<file path="src/rtl/irq_pkg.sv">
package irq_pkg;

    localparam int unsigned DEF_LINES  = 8;
    localparam int unsigned DEF_DEPTH  = 8;
    localparam int unsigned DEF_ADDR_W = 16;
    localparam int unsigned DEF_PAGE_W = 5;

    typedef enum logic [1:0] {
        SEL_MASK = 2'd0,
        SEL_FLAG = 2'd1,
        SEL_PAGE = 2'd2,
        SEL_NONE = 2'd3
    } reg_sel_e;

    typedef enum logic [1:0] {
        OP_LOAD = 2'd0,
        OP_SET  = 2'd1,
        OP_CLR  = 2'd2,
        OP_KEEP = 2'd3
    } reg_op_e;

    // Apply a CPU register operation to a value of up to 32 bits.
    function automatic logic [31:0] apply_op(input logic [1:0] op,
                                             input logic [31:0] cur,
                                             input logic [31:0] wd);
        logic [31:0] res;
        case (op)
            OP_LOAD: res = wd;
            OP_SET:  res = cur | wd;
            OP_CLR:  res = cur & ~wd;
            default: res = cur;
        endcase
        return res;
    endfunction

endpackage

</file>
<file path="src/rtl/irq_regs.sv">
module irq_regs
    import irq_pkg::*;
#(
    parameter int unsigned NLINES = DEF_LINES,
    parameter int unsigned PAGE_W = DEF_PAGE_W,
    localparam int unsigned SRC_W = $clog2(NLINES + 2)
) (
    input  logic              clk,
    input  logic              rst,
    input  logic [NLINES-1:0] irq_i,
    input  logic              nmi_i,
    input  logic              wr_i,
    input  logic [1:0]        sel_i,
    input  logic [1:0]        op_i,
    input  logic [NLINES-1:0] wdata_i,
    input  logic              grant_i,
    input  logic [SRC_W-1:0]  code_i,
    input  logic              reti_i,
    output logic [NLINES-1:0] flag_q,
    output logic [NLINES-1:0] mask_q,
    output logic [PAGE_W-1:0] page_q,
    output logic              nmi_pend_q,
    output logic              gie_q
);

    logic              nmi_prev_q;
    logic              rst_grant;
    logic [NLINES-1:0] flag_d;
    logic [NLINES-1:0] mask_d;
    logic [PAGE_W-1:0] page_d;
    logic              nmi_d;

    assign rst_grant = grant_i && (code_i == '0);

    always_comb begin
        flag_d = flag_q;
        mask_d = mask_q;
        page_d = page_q;
        if (wr_i && sel_i == SEL_FLAG)
            flag_d = NLINES'(apply_op(op_i, 32'(flag_q), 32'(wdata_i)));
        if (wr_i && sel_i == SEL_MASK)
            mask_d = NLINES'(apply_op(op_i, 32'(mask_q), 32'(wdata_i)));
        if (wr_i && sel_i == SEL_PAGE)
            page_d = PAGE_W'(apply_op(op_i, 32'(page_q), 32'(wdata_i)));
        for (int i = 0; i < NLINES; i++) begin
            if (grant_i && code_i == SRC_W'(i + 2))
                flag_d[i] = 1'b0;
        end
        flag_d = flag_d | irq_i;
        if (rst_grant) begin
            flag_d = '0;
            mask_d = '0;
            page_d = '0;
        end
    end

    always_comb begin
        nmi_d = nmi_pend_q;
        if (grant_i && code_i == SRC_W'(1))
            nmi_d = 1'b0;
        if (nmi_i && !nmi_prev_q)
            nmi_d = 1'b1;
        if (rst_grant)
            nmi_d = 1'b0;
    end

    always_ff @(posedge clk) begin
        if (rst) begin
            flag_q     <= '0;
            mask_q     <= '0;
            page_q     <= '0;
            nmi_pend_q <= 1'b0;
            nmi_prev_q <= 1'b0;
            gie_q      <= 1'b1;
        end else begin
            flag_q     <= flag_d;
            mask_q     <= mask_d;
            page_q     <= page_d;
            nmi_pend_q <= nmi_d;
            nmi_prev_q <= nmi_i;
            if (grant_i)
                gie_q <= 1'b0;
            else if (reti_i)
                gie_q <= 1'b1;
        end
    end

endmodule

</file>
<file path="src/rtl/irq_arbiter.sv">
module irq_arbiter
    import irq_pkg::*;
#(
    parameter int unsigned NLINES = DEF_LINES,
    localparam int unsigned SRC_W = $clog2(NLINES + 2)
) (
    input  logic              rst_req_i,
    input  logic              nmi_pend_i,
    input  logic [NLINES-1:0] pending_i,
    input  logic              gie_i,
    input  logic              slot_ok_i,
    output logic              hit_o,
    output logic [SRC_W-1:0]  code_o
);

    always_comb begin
        hit_o  = 1'b0;
        code_o = '0;
        if (rst_req_i) begin
            hit_o  = 1'b1;
            code_o = '0;
        end else if (slot_ok_i) begin
            if (nmi_pend_i) begin
                hit_o  = 1'b1;
                code_o = SRC_W'(1);
            end else if (gie_i && |pending_i) begin
                hit_o = 1'b1;
                // scan downwards so the lowest index wins
                for (int i = NLINES - 1; i >= 0; i--) begin
                    if (pending_i[i])
                        code_o = SRC_W'(i + 2);
                end
            end
        end
    end

endmodule

</file>
<file path="src/rtl/irq_ret_stack.sv">
module irq_ret_stack
    import irq_pkg::*;
#(
    parameter int unsigned DEPTH  = DEF_DEPTH,
    parameter int unsigned ADDR_W = DEF_ADDR_W,
    localparam int unsigned PTR_W = $clog2(DEPTH),
    localparam int unsigned CNT_W = $clog2(DEPTH + 1)
) (
    input  logic              clk,
    input  logic              rst,
    input  logic              push_i,
    input  logic              pop_i,
    input  logic              flush_i,
    input  logic [ADDR_W-1:0] din_i,
    output logic [ADDR_W-1:0] top_o,
    output logic [CNT_W-1:0]  depth_o,
    output logic              ovf_o
);

    logic [ADDR_W-1:0] mem [DEPTH];
    logic [PTR_W-1:0]  sp_q;
    logic [CNT_W-1:0]  cnt_q;
    logic              full;

    assign full    = (cnt_q == CNT_W'(DEPTH));
    assign top_o   = mem[sp_q - PTR_W'(1)];
    assign depth_o = cnt_q;

    // write slot wraps, so a push when full lands on the oldest entry
    always_ff @(posedge clk) begin
        if (push_i && !flush_i)
            mem[sp_q] <= din_i;
    end

    always_ff @(posedge clk) begin
        if (rst) begin
            sp_q  <= '0;
            cnt_q <= '0;
            ovf_o <= 1'b0;
        end else begin
            ovf_o <= 1'b0;
            if (flush_i) begin
                sp_q  <= '0;
                cnt_q <= '0;
            end else if (push_i) begin
                sp_q <= sp_q + PTR_W'(1);
                if (full)
                    ovf_o <= 1'b1;
                else
                    cnt_q <= cnt_q + CNT_W'(1);
            end else if (pop_i && cnt_q != '0) begin
                sp_q  <= sp_q - PTR_W'(1);
                cnt_q <= cnt_q - CNT_W'(1);
            end
        end
    end

endmodule

</file>
<file path="src/rtl/irq_ctrl.sv">
module irq_ctrl
    import irq_pkg::*;
#(
    parameter int unsigned NLINES = DEF_LINES,
    parameter int unsigned DEPTH  = DEF_DEPTH,
    parameter int unsigned ADDR_W = DEF_ADDR_W,
    parameter int unsigned PAGE_W = DEF_PAGE_W,
    localparam int unsigned SRC_W      = $clog2(NLINES + 2),
    localparam int unsigned CNT_W      = $clog2(DEPTH + 1),
    localparam int unsigned PAGE_SHIFT = ADDR_W - PAGE_W
) (
    input  logic              clk,
    input  logic              rst,
    input  logic              rst_req_i,
    input  logic              nmi_i,
    input  logic [NLINES-1:0] irq_i,
    input  logic              boundary_i,
    input  logic [ADDR_W-1:0] pc_i,
    input  logic              call_i,
    input  logic              ret_i,
    input  logic              reti_i,
    input  logic              cpu_wr_i,
    input  logic [1:0]        cpu_sel_i,
    input  logic [1:0]        cpu_op_i,
    input  logic [NLINES-1:0] cpu_wdata_i,
    output logic [NLINES-1:0] flag_o,
    output logic [NLINES-1:0] mask_o,
    output logic [PAGE_W-1:0] page_o,
    output logic              gie_o,
    output logic              ack_o,
    output logic [SRC_W-1:0]  src_o,
    output logic [ADDR_W-1:0] vec_o,
    output logic              save_o,
    output logic              restore_o,
    output logic [ADDR_W-1:0] ret_addr_o,
    output logic [CNT_W-1:0]  depth_o,
    output logic              ovf_o
);

    logic             nmi_pend;
    logic             slot_ok;
    logic             hit;
    logic [SRC_W-1:0] code;
    logic             rst_grant;
    logic             push;
    logic             pop;

    assign slot_ok = boundary_i && !call_i && !ret_i && !reti_i;

    irq_regs #(.NLINES(NLINES), .PAGE_W(PAGE_W)) regs_i (
        .clk        (clk),
        .rst        (rst),
        .irq_i      (irq_i),
        .nmi_i      (nmi_i),
        .wr_i       (cpu_wr_i),
        .sel_i      (cpu_sel_i),
        .op_i       (cpu_op_i),
        .wdata_i    (cpu_wdata_i),
        .grant_i    (hit),
        .code_i     (code),
        .reti_i     (reti_i),
        .flag_q     (flag_o),
        .mask_q     (mask_o),
        .page_q     (page_o),
        .nmi_pend_q (nmi_pend),
        .gie_q      (gie_o)
    );

    irq_arbiter #(.NLINES(NLINES)) arb_i (
        .rst_req_i  (rst_req_i),
        .nmi_pend_i (nmi_pend),
        .pending_i  (flag_o & mask_o),
        .gie_i      (gie_o),
        .slot_ok_i  (slot_ok),
        .hit_o      (hit),
        .code_o     (code)
    );

    assign rst_grant = hit && (code == '0);
    assign push      = (hit && !rst_grant) || call_i;
    assign pop       = ret_i || reti_i;

    irq_ret_stack #(.DEPTH(DEPTH), .ADDR_W(ADDR_W)) stk_i (
        .clk     (clk),
        .rst     (rst),
        .push_i  (push),
        .pop_i   (pop),
        .flush_i (rst_grant),
        .din_i   (pc_i),
        .top_o   (ret_addr_o),
        .depth_o (depth_o),
        .ovf_o   (ovf_o)
    );

    assign ack_o = hit;
    assign src_o = code;
    assign vec_o = rst_grant ? '0
                 : ({page_o, {PAGE_SHIFT{1'b0}}} | (ADDR_W'(code) << 1));

    always_ff @(posedge clk) begin
        if (rst) begin
            save_o    <= 1'b0;
            restore_o <= 1'b0;
        end else begin
            save_o    <= hit;
            restore_o <= reti_i;
        end
    end

endmodule

</file>
<file path="config.mk">
export PLATFORM = sky130hd
export DESIGN_NAME = irq_ctrl
export DESIGN_NICKNAME = d
export VERILOG_FILES = /design/src/rtl/irq_pkg.sv /design/src/rtl/irq_regs.sv /design/src/rtl/irq_arbiter.sv /design/src/rtl/irq_ret_stack.sv /design/src/rtl/irq_ctrl.sv
export SDC_FILE = /design/constraint.sdc
export NUM_CORES = 1
export LEC_CHECK = 0
export ABC_AREA = 1
export BUFFER_PORTS_ARGS = -buffer_cell sky130_fd_sc_hd__buf_2
export CAP_MARGIN = 20
export CORE_MARGIN = 5
export CORE_UTILIZATION = 29
export DETAILED_ROUTE_END_ITERATION = 12
export MAX_ROUTING_LAYER = met4
export PLACE_DENSITY = 0.42
export SYNTH_ARGS = -nofsm -noshare
export SYNTH_HDL_FRONTEND = slang
export SYNTH_HIERARCHICAL = 1
export SYNTH_SLANG_ARGS = --single-unit
</file>
<file path="constraint.sdc">
create_clock -name clk -period 5 [get_ports clk]
set_input_delay 0.25 -clock clk [delete_from_list [all_inputs] [get_ports clk]]
set_output_delay 0.25 -clock clk [all_outputs]
set_load 0.01 [all_outputs]
</file>
# Word-level counts from Yosys, hierarchy flattened
# Memories as Yosys holds them, arrays and structs flattened.
# Cells that the tools add are included.
# classes
bitwise,11
n_mux,41
addsub,4
reduce_logical,42
eq_ne,15
# ops
op,count
two-way mux 4 bit,15
one-hot mux 8 bit (3 select lines),2
AND 8 bit,3
OR 8 bit,3
logical AND 1 bit,21
two-way mux 1 bit,19
"== test 4 x 3 -> 1 bit, second input constant",4
two-way mux 16 bit,1
OR 16 x 5 -> 16 bit,1
one-hot mux 5 bit (3 select lines),1
"== test 4 bit, second input constant",3
"== test 4 x 2 -> 1 bit, second input constant",2
two-way mux 8 bit,1
inverter 8 bit,1
OR reduction 8 bit,1
two-way mux 3 bit,2
AND reduction 2 bit,3
nonzero test 2 bit,3
AND 5 bit,1
zero test 1 bit,5
OR 5 bit,1
"adder 4 x 1 -> 4 bit, second input constant",1
"== test 2 x 1 -> 1 bit, second input constant",2
"== test 2 bit, second input constant",2
13 further kinds,15
# word_totals
n_memories,1
reg_bits,34
mem_bits_rw,128
inputBits,45
output_inout_bits,66
# memory_table
name,depth,word_bits,read_ports,rd_ports_with_merged_regs,wr,line_no,text
stk_i.mem,8,16,1,0,1,irq_ret_stack.sv:20,logic [ADDR_W-1:0] mem [DEPTH];

# Longest topological paths before layout
# logic_depth
ltp_word,21
ltp_mapped,24
mapped_depth_nobuf,24

# Modules after synthesis
# The synthesis kept the hierarchy.
# modules_own_cells
module,instances,seq_area_each_um2,area_per_inst_um2,cells_per_inst
irq_ret_stack,1,4003.8,5744.3,507
irq_regs,1,480.5,1604.0,252
irq_ctrl,1,40.0,279.0,55
irq_arbiter,1,0.0,187.7,38

# Worst setup path after synthesis
# OpenSTA, ideal clock, no wires.
# synth_timing
kind,input to register
start,input reti_i
end,memory stk_i/mem[1][0] (netlist bit) (enable)
arrival_ns,3.225
path_stages,14
n_path_buf,0
t_required_ns,4.612
slack_ns,1.387
path_cell_list,or2_1 -> nor2_1 -> nand2_2 -> nor2_2 -> nand2_1 -> nor4_1 -> nor2_2 -> nand2_1 -> nand2_1 -> nand2_1 -> inv_2 -> nor2_1 -> nand2_1 -> nor2_1
# synth_between
elab_chain_len,12
# synth_rtl
item,line_no,text
from (decl),irq_ctrl.sv:21,"input logic reti_i,"
zero test 1 bit,irq_ctrl.sv:48,assign slot_ok = boundary_i && !call_i && !ret_i && !reti_i;
logical AND 1 bit,irq_ctrl.sv:48,
via slot_ok,irq_ctrl.sv:41,logic slot_ok;
two-way mux 4 bit,irq_arbiter.sv:22,end else if (slot_ok_i) begin
two-way mux 4 bit,irq_arbiter.sv:19,if (rst_req_i) begin
via src_o[3],irq_ctrl.sv:31,"output logic [SRC_W-1:0] src_o,"
zero test 4 bit,irq_ctrl.sv:79,assign rst_grant = hit && (code == '0);
logical AND 1 bit,irq_ctrl.sv:79,
zero test 1 bit,irq_ctrl.sv:80,assign push = (hit && !rst_grant) || call_i;
logical AND 1 bit,irq_ctrl.sv:80,
logical OR 1 bit,irq_ctrl.sv:80,
via push,irq_ctrl.sv:45,logic push;
logical AND 1 bit,irq_ret_stack.sv:31,if (push_i && !flush_i)
two-way mux 1 bit,irq_ret_stack.sv:31,
two-way mux 1 bit (implied by the code),irq_ret_stack.sv:32,mem[sp_q] <= din_i;
to (decl),irq_ret_stack.sv:20,
# The timed path passes the listed nets, and every way through them passes these cells.

# Final worst setup path
# layout_timing
start,register regs_i.mask_q[4]
end,memory stk_i/mem[4][4] (netlist bit) (enable)
# layout_between
elab_chain_len,18
# layout_rtl
item,line_no,text
from (decl),irq_regs.sv:20,"output logic [NLINES-1:0] mask_q,"
from (signal assigned),irq_regs.sv:77,mask_q <= mask_d;
AND 8 bit *,irq_ctrl.sv:72,".pending_i (flag_o & mask_o),"
two-way mux 4 bit (5 in a row),irq_arbiter.sv:30,if (pending_i[i])
two-way mux 4 bit,irq_arbiter.sv:26,end else if (gie_i && |pending_i) begin
two-way mux 4 bit,irq_arbiter.sv:23,if (nmi_pend_i) begin
two-way mux 4 bit,irq_arbiter.sv:22,
two-way mux 4 bit,irq_arbiter.sv:19,
zero test 4 bit,irq_ctrl.sv:79,
logical AND 1 bit,irq_ctrl.sv:79,
zero test 1 bit,irq_ctrl.sv:80,
logical AND 1 bit *,irq_ctrl.sv:80,
logical OR 1 bit *,irq_ctrl.sv:80,
via push,irq_ctrl.sv:45,
logical AND 1 bit *,irq_ret_stack.sv:31,
two-way mux 1 bit *,irq_ret_stack.sv:31,
two-way mux 1 bit (implied by the code) *,irq_ret_stack.sv:32,
# Mark *: on every way through the listed nets, which the timed path passes. The rest lies on a longest branch.

==> results.yml <==
route:
  routed-via-count: 5785
  detail_route.iter0.violations: 337
  drt-pass1-iter-count: 4
  route.final.wire_length_um: 20300
  final_antenna_net_count: 0
  drc_errors: 0
  wl_per_cell_um: 15.6
  avgViaCountPerCell: 4.44
sta:
  report.final.slew_viol_count: 0
  timing.fmax_mhz: 286
  final_min_period_over_clock_period_pct: 70.0
  finalSetupViolCount: 0
  fin_tns_setup_ps: 0
  clock-skew-final_ps: 17.7
  hold_viol_final: 0
  setup_repair_after_global_routing_missed_its_margin: "false"
  final_critical_path_setup_slack_ps: 1500
  finalHoldWorstSlack_ps: 48.2
  max_slew.worst_pin.slew_ps: 1030
  maxSlewHeadroom_pct: 31.3
  timing.final.crit_period_ps: 3500
worst_setup_path:
  timing.critical_path.slowest_cell_delay_ps: 850
  crit_path_top_delay_cell: "nor2_2"
  cp-end-kind: "flop"
  worst_ep_arrival_time_ps: 3540
  timing_worst_setup_path_type: "flop to flop"
  crit_path_frequent_cell: "nand2_1"
  startpoint_type: "flop"
  startpoint: "regs_i/mask_q[4]"
  cp_max_fo: 16
  reg2reg_from: "regs_i/mask_q[4]"
  required_ps: 5040
  timing.critical_path.cells: "nand2_1 -> inv_1 -> nor2_4 -> o31ai_1 -> nand2_1 -> nor2_1 -> nor2_2 -> nand2_1 -> nand2_1 -> nand2_1 -> inv_2 -> nor2_1 -> nand2_1 -> nor2_2"
cts:
  numClockSinks: 162
  cts_buf_count: 17
  cts_max_path_bufs: 2
  clock_pin_slew_on_the_worst_setup_and_hold_paths_ps: 70
  ctsRootBufferMaster: "clkbuf_16"
  cts_resized: 0
  post-cts-setup-buffers: 0
  htree_num_levels: 4
  cts.hold.buffers_added: 0
  worst_skew_pair.late_latency_ps: 430
  tritoncts_clock_tree: "yes"
power_and_ir_drop:
  leakage_nw: 3.94
  ir_drop_uv: 158
  power_per_cell_area_mw_per_mm2: 358
synthesis:
  synth.yosys.seq_area_share_pct: 57.9
  yosys-top-cells-area: "edfxtp_1 (49%), dfxtp_1 (8.7%), nor2_1 (7.4%)"
  ys.flop_type: "edfxtp_1"
  post_syn_area_per_cell_um2: 9.17
  syn_area_mm2: 0.00781
  synthDistinctLibCells: 39
  yosys_register_bits: 162
  post-synth-top-area-cell: "edfxtp_1"
  postSynthCellCount: 852
  synth-edff-count: 128
  yosysWarnings: 6
  yosys.area.top_type_share_pct: 49.2
  async_reset_ff_share_pct: 0
status:
  run_status: "complete, no violations"
layout:
  layout.cells.most_common: "nand2_1"
  fraction_of_final_layout_cells_with_drive_strength_greater_than_1_pct: 22.1
  antenna_cells: 0
  layout.cells.non_filler: 1303
  layout.nets: 1004
  signed_area_change_from_the_synthesized_netlist_to_the_final_layout_pct: 18.0
  commonest_cells_after_routing_fill_and_taps_aside: "nand2_1 (148), nor2_1 (146), edfxtp_1 (128), buf_2 (103), inv_1 (101)"
grt:
  grt_overflow: 0
  grt.total_usage_pct: 14.1
  pin_count_of_the_biggest_net_entering_global_routing: 68
  grt_first_pass_wirelength_um: 32500
  first_global_vias: 5920
  grt_antenna_before_repair: 0
job:
  cap_violations: 0
place:
  placed_cells: 1271
  portBuffers: 103
  gp_congestion: 0.792
  dp_slack_ps: 1320
  hpwlAfterDp_um: 13400
min_path:
  holdCritPathClass: "primary input to flop"
  timing.hold.worst.start: "reti_i"
die:
  floorplan.die_area_mm2: 0.0303
  initial_core_util_pct: 29.2
  std_cell_rows: 60
  dieHeight_um: 174
  pin_count: 111
  chipWidth_um: 174
  design.core.area_mm2: 0.0267
==> final timing paths <==
| kind | cells past startpoint | to | slack, ps |
|---|---|---|---|
| worst max-delay path | 14 | stk_i/mem[4][4] | 1500 |
| worst min-delay path | 3 | restore_o | 50 |
| worst max register to register | 14 | stk_i/mem[4][4] | 1500 |
| worst min register to register | 2 | regs_i/nmi_pend_q | 500 |
==> cells by family (layout without fill, tap and decap cells) <==
group / after synthesis / count (layout) / share of synthesized area (%)
compound gates: 159 / 159 / 11.5
xor+xnor: 1 / 1 / 0.112
fa+ha+maj: 10 / 10 / 1.70
buf+inv: 153 / 257 / 9.08
flops: 162 / 162 / 57.9
other cells: 1 / 7 / 0.0480
simple gates: 366 / 366 / 19.7
==> cell usage after synthesis (2+ instances only) <==
master / n
buf_6: 8
nand2_1: 148
inv_2: 10
or2_2: 2
o21ai_2: 15
nand3_1: 37
nand2_2: 4
buf_2: 6
ha_1: 9
a21oi_2: 11
o21ai_0: 80
nor2_1: 154
nor2_2: 6
clkbuf_1: 13
inv_1: 101
or2_1: 2
clkbuf_2: 2
dfxtp_1: 34
buf_4: 10
a21oi_1: 47
o21ai_1: 5
nor2_4: 4
edfxtp_1: 128
==> stage by stage <==
| stage | power [mW] | cell area, µm² | util [%] |
|---|---|---|---|
| 2_1_floorplan | 1.82 | 7840 | - |
| 3_3_place_gp | 1.96 | 8590 | 32.1 |
| 3_5_place_dp | 1.96 | 8590 | 32.1 |
| 4_1_cts | 3.35 | 9220 | 34.5 |
| 5_1_grt | 3.47 | 9220 | 34.5 |
| 6_report | 3.30 | 9220 | 34.5 |
==> power breakdown <==
part           internal [mW]  switching (mW)
Combinational          0.139           0.291
Sequential              1.48          0.0137
Clock                  0.770           0.614
==> state kept, by name, indices dropped and copies added, names as in the netlist <==
name,flops
save_o,1
regs_i/nmi_prev_q,1
regs_i/mask_q,8
regs_i/flag_q,8
stk_i/ovf_o,1
stk_i/depth_o,4
restore_o,1
stk_i/sp_q,3
regs_i/nmi_pend_q,1
regs_i/gie_q,1
regs_i/page_q,5
stk_i/mem,128
==> area by class of cell <==
class,count,area [µm²]
clock buffer,17,425
inverter,111,417
multi-input combinational,543,2620
timing repair buffer,114,598
clock inverter,15,205
sequential,162,4530
fill,2743,17500
tap,341,427
==> worst max-delay path: cells and delay by family, from the launching register on <==
kind,cells,cell delay (ps)
and+or+nand+nor,11,2210
DFF,1,350
buffers and inverters,2,270
AOI/OAI and AO/OA,1,270
==> per-layer routing <==
metal  vias to the layer above  routed length (µm)  GRT usage [%]
met5                         -                   0              -
met4                         0                 198           3.73
met3                        16                 725           2.70
met2                        90                9720           22.9
met1                      2714                9700           18.2
li1                       2965                   -              -
Note: power is estimated with default switching activity, not from simulation.
